### src/rtl/udp_prep_pkg.sv
// Shared constants, configuration type and one's-complement helper for the
// UDP/IPv4 header prepender. Assumes 16-bit header and payload words.
package udp_prep_pkg;
    localparam int WORD_W        = 16;
    localparam int LEN_W         = 16;
    localparam int ETH_HWORDS    = 7;
    localparam int IP_HWORDS     = 10;
    localparam int UDP_HWORDS    = 4;
    localparam int HDR_WORDS     = ETH_HWORDS + IP_HWORDS + UDP_HWORDS;
    localparam int IDX_W         = $clog2(HDR_WORDS);
    localparam int UDP_HDR_BYTES = 2 * UDP_HWORDS;
    localparam int IP_ADD_BYTES  = 2 * IP_HWORDS + UDP_HDR_BYTES;

    localparam logic [WORD_W-1:0] ETYPE_IPV4   = 16'h0800;
    localparam logic [WORD_W-1:0] IP_VER_TOS   = 16'h4500;
    localparam logic [WORD_W-1:0] IP_IDENT     = 16'h0000;
    localparam logic [WORD_W-1:0] IP_FLAGS_DF  = 16'h4000;
    localparam logic [WORD_W-1:0] IP_TTL_PROTO = 16'h2011;

    typedef struct packed {
        logic [47:0] dst_mac;
        logic [47:0] src_mac;
        logic [31:0] src_ip;
        logic [31:0] dst_ip;
        logic [15:0] src_port;
        logic [15:0] dst_port;
    } hdr_cfg_t;

    typedef enum logic [1:0] {ST_IDLE, ST_HDR, ST_PAY} prep_state_t;

    // One's-complement add of two halfwords with the carry folded back twice.
    function automatic logic [WORD_W-1:0] oc_add(input logic [WORD_W-1:0] a,
                                                  input logic [WORD_W-1:0] b);
        logic [WORD_W:0] s;
        s = {1'b0, a} + {1'b0, b};
        s = {1'b0, s[WORD_W-1:0]} + {{WORD_W{1'b0}}, s[WORD_W]};
        s = {1'b0, s[WORD_W-1:0]} + {{WORD_W{1'b0}}, s[WORD_W]};
        return s[WORD_W-1:0];
    endfunction
endpackage

### src/rtl/udp_prep_len.sv
// Per-packet length and checksum finisher. Registers the IP total length,
// the UDP length and the completed IP checksum when load is pulsed.
// Assumes the payload byte count plus the header bytes fits in LEN_W bits.
module udp_prep_len
    import udp_prep_pkg::*;
(
    input  logic              clk,
    input  logic              rst_n,
    input  logic              load,
    input  logic [LEN_W-1:0]  pay_bytes,
    input  logic [WORD_W-1:0] csum_part,
    output logic [WORD_W-1:0] ip_len,
    output logic [WORD_W-1:0] udp_len,
    output logic [WORD_W-1:0] ip_csum
);
    logic [WORD_W-1:0] ip_len_nxt;

    // Total length follows directly from the sampled payload byte count.
    always_comb ip_len_nxt = WORD_W'(pay_bytes) + WORD_W'(IP_ADD_BYTES);

    // Capture lengths and finish the checksum at packet start.
    always_ff @(posedge clk) begin
        if (!rst_n) begin
            ip_len  <= '0;
            udp_len <= '0;
            ip_csum <= '0;
        end else if (load) begin
            ip_len  <= ip_len_nxt;
            udp_len <= WORD_W'(pay_bytes) + WORD_W'(UDP_HDR_BYTES);
            ip_csum <= ~oc_add(csum_part, ip_len_nxt);
        end
    end
endmodule

### src/rtl/udp_prep_hdr.sv
// Header word selector: returns header halfword idx in network byte order
// from the static configuration and the per-packet length/checksum words.
// Purely combinational; idx values beyond the header return zero.
module udp_prep_hdr
    import udp_prep_pkg::*;
(
    input  hdr_cfg_t          cfg,
    input  logic [IDX_W-1:0]  idx,
    input  logic [WORD_W-1:0] ip_len,
    input  logic [WORD_W-1:0] udp_len,
    input  logic [WORD_W-1:0] ip_csum,
    output logic [WORD_W-1:0] word
);
    // Select the halfword for the current header position.
    always_comb begin
        case (idx)
            5'd0:    word = cfg.dst_mac[47:32];
            5'd1:    word = cfg.dst_mac[31:16];
            5'd2:    word = cfg.dst_mac[15:0];
            5'd3:    word = cfg.src_mac[47:32];
            5'd4:    word = cfg.src_mac[31:16];
            5'd5:    word = cfg.src_mac[15:0];
            5'd6:    word = ETYPE_IPV4;
            5'd7:    word = IP_VER_TOS;
            5'd8:    word = ip_len;
            5'd9:    word = IP_IDENT;
            5'd10:   word = IP_FLAGS_DF;
            5'd11:   word = IP_TTL_PROTO;
            5'd12:   word = ip_csum;
            5'd13:   word = cfg.src_ip[31:16];
            5'd14:   word = cfg.src_ip[15:0];
            5'd15:   word = cfg.dst_ip[31:16];
            5'd16:   word = cfg.dst_ip[15:0];
            5'd17:   word = cfg.src_port;
            5'd18:   word = cfg.dst_port;
            5'd19:   word = udp_len;
            default: word = '0;
        endcase
    end
endmodule

### src/rtl/udp_prep.sv
// UDP/IPv4 header prepender. On seeing the first payload word while idle
// it samples pay_len, sends HDR_WORDS header halfwords, then forwards the
// payload with valid/ready passthrough. Assumes the configuration inputs
// stay stable during a packet and every packet has at least one word.
module udp_prep
    import udp_prep_pkg::*;
(
    input  logic              clk,
    input  logic              rst_n,
    input  logic [47:0]       sw_dst_mac,
    input  logic [47:0]       sw_src_mac,
    input  logic [31:0]       sw_src_ip,
    input  logic [31:0]       sw_dst_ip,
    input  logic [15:0]       sw_src_port,
    input  logic [15:0]       sw_dst_port,
    input  logic [15:0]       sw_csum_part,
    input  logic              pay_valid,
    output logic              pay_ready,
    input  logic [15:0]       pay_data,
    input  logic              pay_last,
    input  logic [15:0]       pay_len,
    output logic              tx_valid,
    input  logic              tx_ready,
    output logic [15:0]       tx_data,
    output logic              tx_last
);
    prep_state_t       st;
    logic [IDX_W-1:0]  idx;
    logic              start;
    hdr_cfg_t          cfg;
    logic [WORD_W-1:0] ip_len, udp_len, ip_csum, hdr_word;

    // Gather static fields into one record.
    always_comb cfg = '{dst_mac: sw_dst_mac, src_mac: sw_src_mac,
                        src_ip: sw_src_ip, dst_ip: sw_dst_ip,
                        src_port: sw_src_port, dst_port: sw_dst_port};

    // A packet starts when payload appears while idle.
    always_comb start = (st == ST_IDLE) && pay_valid;

    udp_prep_len u_len (
        .clk(clk), .rst_n(rst_n), .load(start), .pay_bytes(pay_len),
        .csum_part(sw_csum_part), .ip_len(ip_len), .udp_len(udp_len),
        .ip_csum(ip_csum)
    );

    udp_prep_hdr u_hdr (
        .cfg(cfg), .idx(idx), .ip_len(ip_len), .udp_len(udp_len),
        .ip_csum(ip_csum), .word(hdr_word)
    );

    // Sequence idle -> header -> payload -> idle.
    always_ff @(posedge clk) begin
        if (!rst_n) begin
            st  <= ST_IDLE;
            idx <= '0;
        end else begin
            case (st)
                ST_IDLE: if (start) begin
                    st  <= ST_HDR;
                    idx <= '0;
                end
                ST_HDR: if (tx_ready) begin
                    if (idx == IDX_W'(HDR_WORDS - 1)) st <= ST_PAY;
                    else                              idx <= idx + 1'b1;
                end
                ST_PAY: if (pay_valid && tx_ready && pay_last) st <= ST_IDLE;
                default: st <= ST_IDLE;
            endcase
        end
    end

    // Drive the output stream from the header selector or the payload.
    always_comb begin
        tx_valid  = 1'b0;
        tx_data   = hdr_word;
        tx_last   = 1'b0;
        pay_ready = 1'b0;
        case (st)
            ST_HDR: tx_valid = 1'b1;
            ST_PAY: begin
                tx_valid  = pay_valid;
                tx_data   = pay_data;
                tx_last   = pay_last;
                pay_ready = tx_ready;
            end
            default: ;
        endcase
    end
endmodule

### config.mk
export PLATFORM = sky130hd
export DESIGN_NAME = udp_prep
export DESIGN_NICKNAME = d
export VERILOG_FILES = /design/src/rtl/udp_prep_pkg.sv /design/src/rtl/udp_prep_len.sv /design/src/rtl/udp_prep_hdr.sv /design/src/rtl/udp_prep.sv
export SDC_FILE = /design/constraint.sdc
export NUM_CORES = 1
export LEC_CHECK = 0
export ABC_AREA = 1
export BUFFER_PORTS_ARGS = -buffer_cell sky130_fd_sc_hd__buf_2
export CORE_MARGIN = 3
export CORE_UTILIZATION = 35
export DETAILED_ROUTE_END_ITERATION = 12
export PLACE_DENSITY = 0.7
export SETUP_SLACK_MARGIN = 0.02
export SYNTH_ARGS = -nofsm -noshare
export SYNTH_HDL_FRONTEND = slang
export SYNTH_SLANG_ARGS = --single-unit
### constraint.sdc
create_clock -name clk -period 5.3 [get_ports clk]
set_input_delay 0.795 -clock clk [delete_from_list [all_inputs] [get_ports clk]]
set_output_delay 0.795 -clock clk [all_outputs]
set_load 0.02 [all_outputs]
==> flow_metrics.env <==
export IMPL_status="finished with violations"
export IMPL_violations="negative setup slack"
export IMPL_place_inst=1602
export IMPL_power_leakage_nw=4.817
export IMPL_worstReg2RegEnd="idx[3]$_SDFFE_PN0P_"
export IMPL_critPathLaunchType="input pin"
export IMPL_grt_usage=0.2844
export IMPL_synth_edf_count=0
export IMPL_antenna_found_initial=4
export IMPL_slew_violations=0
export IMPL_drt_iter0_drc=711
export IMPL_synth_area_mux_share=0
export IMPL_fin_ws_ns=-0.1090
export IMPL_ys_warn_count=0
export IMPL_syn_num_nets=1324
export IMPL_tns_ns=-0.3990
export IMPL_synth_common_cells="nand2_1 (262), inv_1 (164), nand3_1 (82)"
export IMPL_rows=48
export IMPL_design_area_um2=9308
export IMPL_clkSinkCount=53
export IMPL_synthesis_area_um2=6265
export IMPL_drt_first_pass_iters=5
export IMPL_synthCells=1043
export IMPL_ys_seq_area_frac=0.1694
export IMPL_grt_ovfl_total=0
export IMPL_layout_drive_gt1_share=0.3697
export IMPL_ioPinCount=264
export IMPL_rsz0062_at_grt="true"
export IMPL_ir_drop_uv=226.2
export IMPL_cts_tree="yes"
export IMPL_max_clock_freq_mhz=184.9
export IMPL_setup_violations_final=6
export IMPL_gp_congestion=1.028
export IMPL_synth_area_top_cells="dfxtp_1 (17%), nand2_1 (16%), inv_1 (9.8%)"
export IMPL_tightest_slew_ns=1.080
export IMPL_hold_start="u_len.udp_len[0]$_SDFFE_PN0P_"
export IMPL_p_per_area_nw_per_um2=279.0
export IMPL_yosysUniqueCellTypes=49
export IMPL_ys_ff_latch=53
export IMPL_reg2regPathDepth=9
export IMPL_worstPathArrival_ns=5.62
export IMPL_slew_headroom=0.2761
export IMPL_yosys_area_share_simple=0.3709
export IMPL_area_growth_pct=48.57
export IMPL_initial_core_util=0.3597
export IMPL_clk_path_buf_depth=2
export IMPL_via_per_inst=5.290
export IMPL_drt_wl_total_um=30070
export IMPL_synth_top_family_by_area="simple AND/OR/NAND/NOR gates"
export IMPL_synth_top_cell_by_area="dfxtp_1"
export IMPL_startpoint="pay_len[10]"
export IMPL_crit_path_end="u_len.ip_csum[12]$_SDFFE_PN0P_"
export IMPL_final_cells=1642
export IMPL_numCtsBuffers=5
export IMPL_endpoint_kind="register"
export IMPL_dpl_hpwl_um=24620
export IMPL_die_y_um=139.8
export IMPL_clk_latency_ns=0.29
export IMPL_dp_slack_ns=-0.5227
export IMPL_grt_pass1_vias=8246
export IMPL_synthAdderAreaFrac=0.07310
export IMPL_path_class="input pin to register"
export IMPL_rr_startpoint="idx[0]$_SDFFE_PN0P_"
export IMPL_hp_class="register to register"
export IMPL_drtAntennaViolNets=0
export IMPL_ys_flop_type="dfxtp_1"
export IMPL_wire_per_inst_um=18.31
export IMPL_hold_viol_final=0
export IMPL_io_buffers=263
export IMPL_grt_first_pass_wirelength_um=44110
export IMPL_synth_compound_area_frac=0.2247
export IMPL_cp_slowest_cell="nor4_2"
export IMPL_path_clk_slew_ns=0.07
export IMPL_path_max_fanout=3
export IMPL_dieWidth_um=139.8
export IMPL_die_area_um2=19540
export IMPL_dpl_cell_area_um2=8623
export IMPL_grt_max_degree=45
export IMPL_syn_avg_cell_area_um2=6.006
export IMPL_async_flop_share=0
export IMPL_core_um2=17420
export IMPL_finalCritPeriodShare=1.021
export IMPL_skew_ns=0.002771
export IMPL_nets=1692
export IMPL_critPathMaxStageDelay_ns=0.32
export IMPL_yosysTopAreaCellShare=0.1694
export IMPL_h_tree_depth=2
export IMPL_finalPower_mw=2.597
export IMPL_route_vias_total=8687
export IMPL_synth_xor_area_share=0.03475
export IMPL_cpMostUsedCell="nor2_4"
export IMPL_required_ns=5.51
export IMPL_r2r_slack_ns=3.22
export IMPL_maxCapViolations=0
export IMPL_yosysMostFrequentCell="nand2_1"
export IMPL_clockRootBuffer="clkbuf_16"
export IMPL_drc=0
export IMPL_fin_crit_ns=5.409
==> kinds of logic (layout without fill, tap and decap cells) <==
logic type,after synthesis,after routing
other,0,5
DFF,53,53
xor gates and xnor gates,24,24
buffers and inverters,209,578
and+or+nand+nor,504,504
adders and majority gates,36,36
AOI/OAI and AO/OA,217,217
==> stage by stage <==
stage	hold WS (ns)	utilization
after global routing	0.5368	0.5343
final	0.4885	0.5344
after floorplan	0.4385	-
after detailed placement	0.4828	0.4951
after global placement	0.4812	0.4951
after CTS	0.4924	0.5159
==> cell type report <==
class / instances / area [um^2]
Sequential cell: 53 / 1061
Clock inverter: 3 / 65.06
Multi-Input combinational cell: 781 / 4763
Clock buffer: 5 / 125.1
Inverter: 176 / 670.6
Tap cell: 225 / 281.5
Timing Repair Buffer: 394 / 2328
Fill cell: 1780 / 8109
Antenna cell: 5 / 12.51
==> sequential cells by signal, indices dropped and copies added (netlist names) <==
register / count
idx: 5
u_len.udp_len: 16
u_len.ip_csum: 16
st: 2
u_len.ip_len: 14
==> report_power, final <==
group          internal (mW)  leakage, nW  switching, mW  total (mW)
Sequential             0.508        0.438         0.0674       0.575
Combinational          0.575         4.29           1.04        1.61
Clock                  0.270       0.0938          0.140       0.410
Total                   1.35         4.82           1.24        2.60
==> worst min-delay path by stage <==
| stage | endpoint | slack, ns | depth (start not counted) |
|---|---|---|---|
| global placement | u_len.udp_len[0]$_SDFFE_PN0P_ | 0.48 | 2 |
| finish | u_len.udp_len[0]$_SDFFE_PN0P_ | 0.49 | 2 |
| floorplan | u_len.ip_len[2]$_SDFFE_PN0P_ | 0.44 | 2 |
| global route | u_len.ip_csum[7]$_SDFFE_PN0P_ | 0.54 | 2 |
| CTS | u_len.udp_len[0]$_SDFFE_PN0P_ | 0.49 | 2 |
| detailed placement | u_len.udp_len[0]$_SDFFE_PN0P_ | 0.48 | 2 |
==> placed cells by master (no fill, tap or decap), drive strengths merged, types with 17 or more instances in the layout <==
master,count
o21ai,66
xor2,17
dfxtp,53
nand4,25
ha,35
a21oi,57
nand2,285
nand3,91
inv,174
buf,394
a221oi,34
nor2,82
==> metal layers <==
layer | track usage | vias up | routed length, um
li1 | - | 4248 | -
met5 | 0 | - | 0
met3 | 0.02784 | 91 | 2044
met1 | 0.3354 | 3934 | 11690
met4 | 0.1489 | 0 | 1808
met2 | 0.5077 | 414 | 14520
==> worst max-delay path: cells and delay by family <==
family / cells / cell delay (ns)
simple gates: 25 / 2.87
buf+inv: 6 / 0.45
xor+xnor: 1 / 0.18
fa+ha+maj: 4 / 0.89
compound gates: 3 / 0.42
==> timing repair <==
action                                  4_1_cts  5_1_grt
hold buffers                                  0        0
cloned                                        0        0
buffers inserted                             20        7
pin swaps                                    13       40
endpoints found under the setup margin        9       11
endpoints found under the hold margin         0        0
resized for setup                             5       62
(Power assumes the default switching activity.)
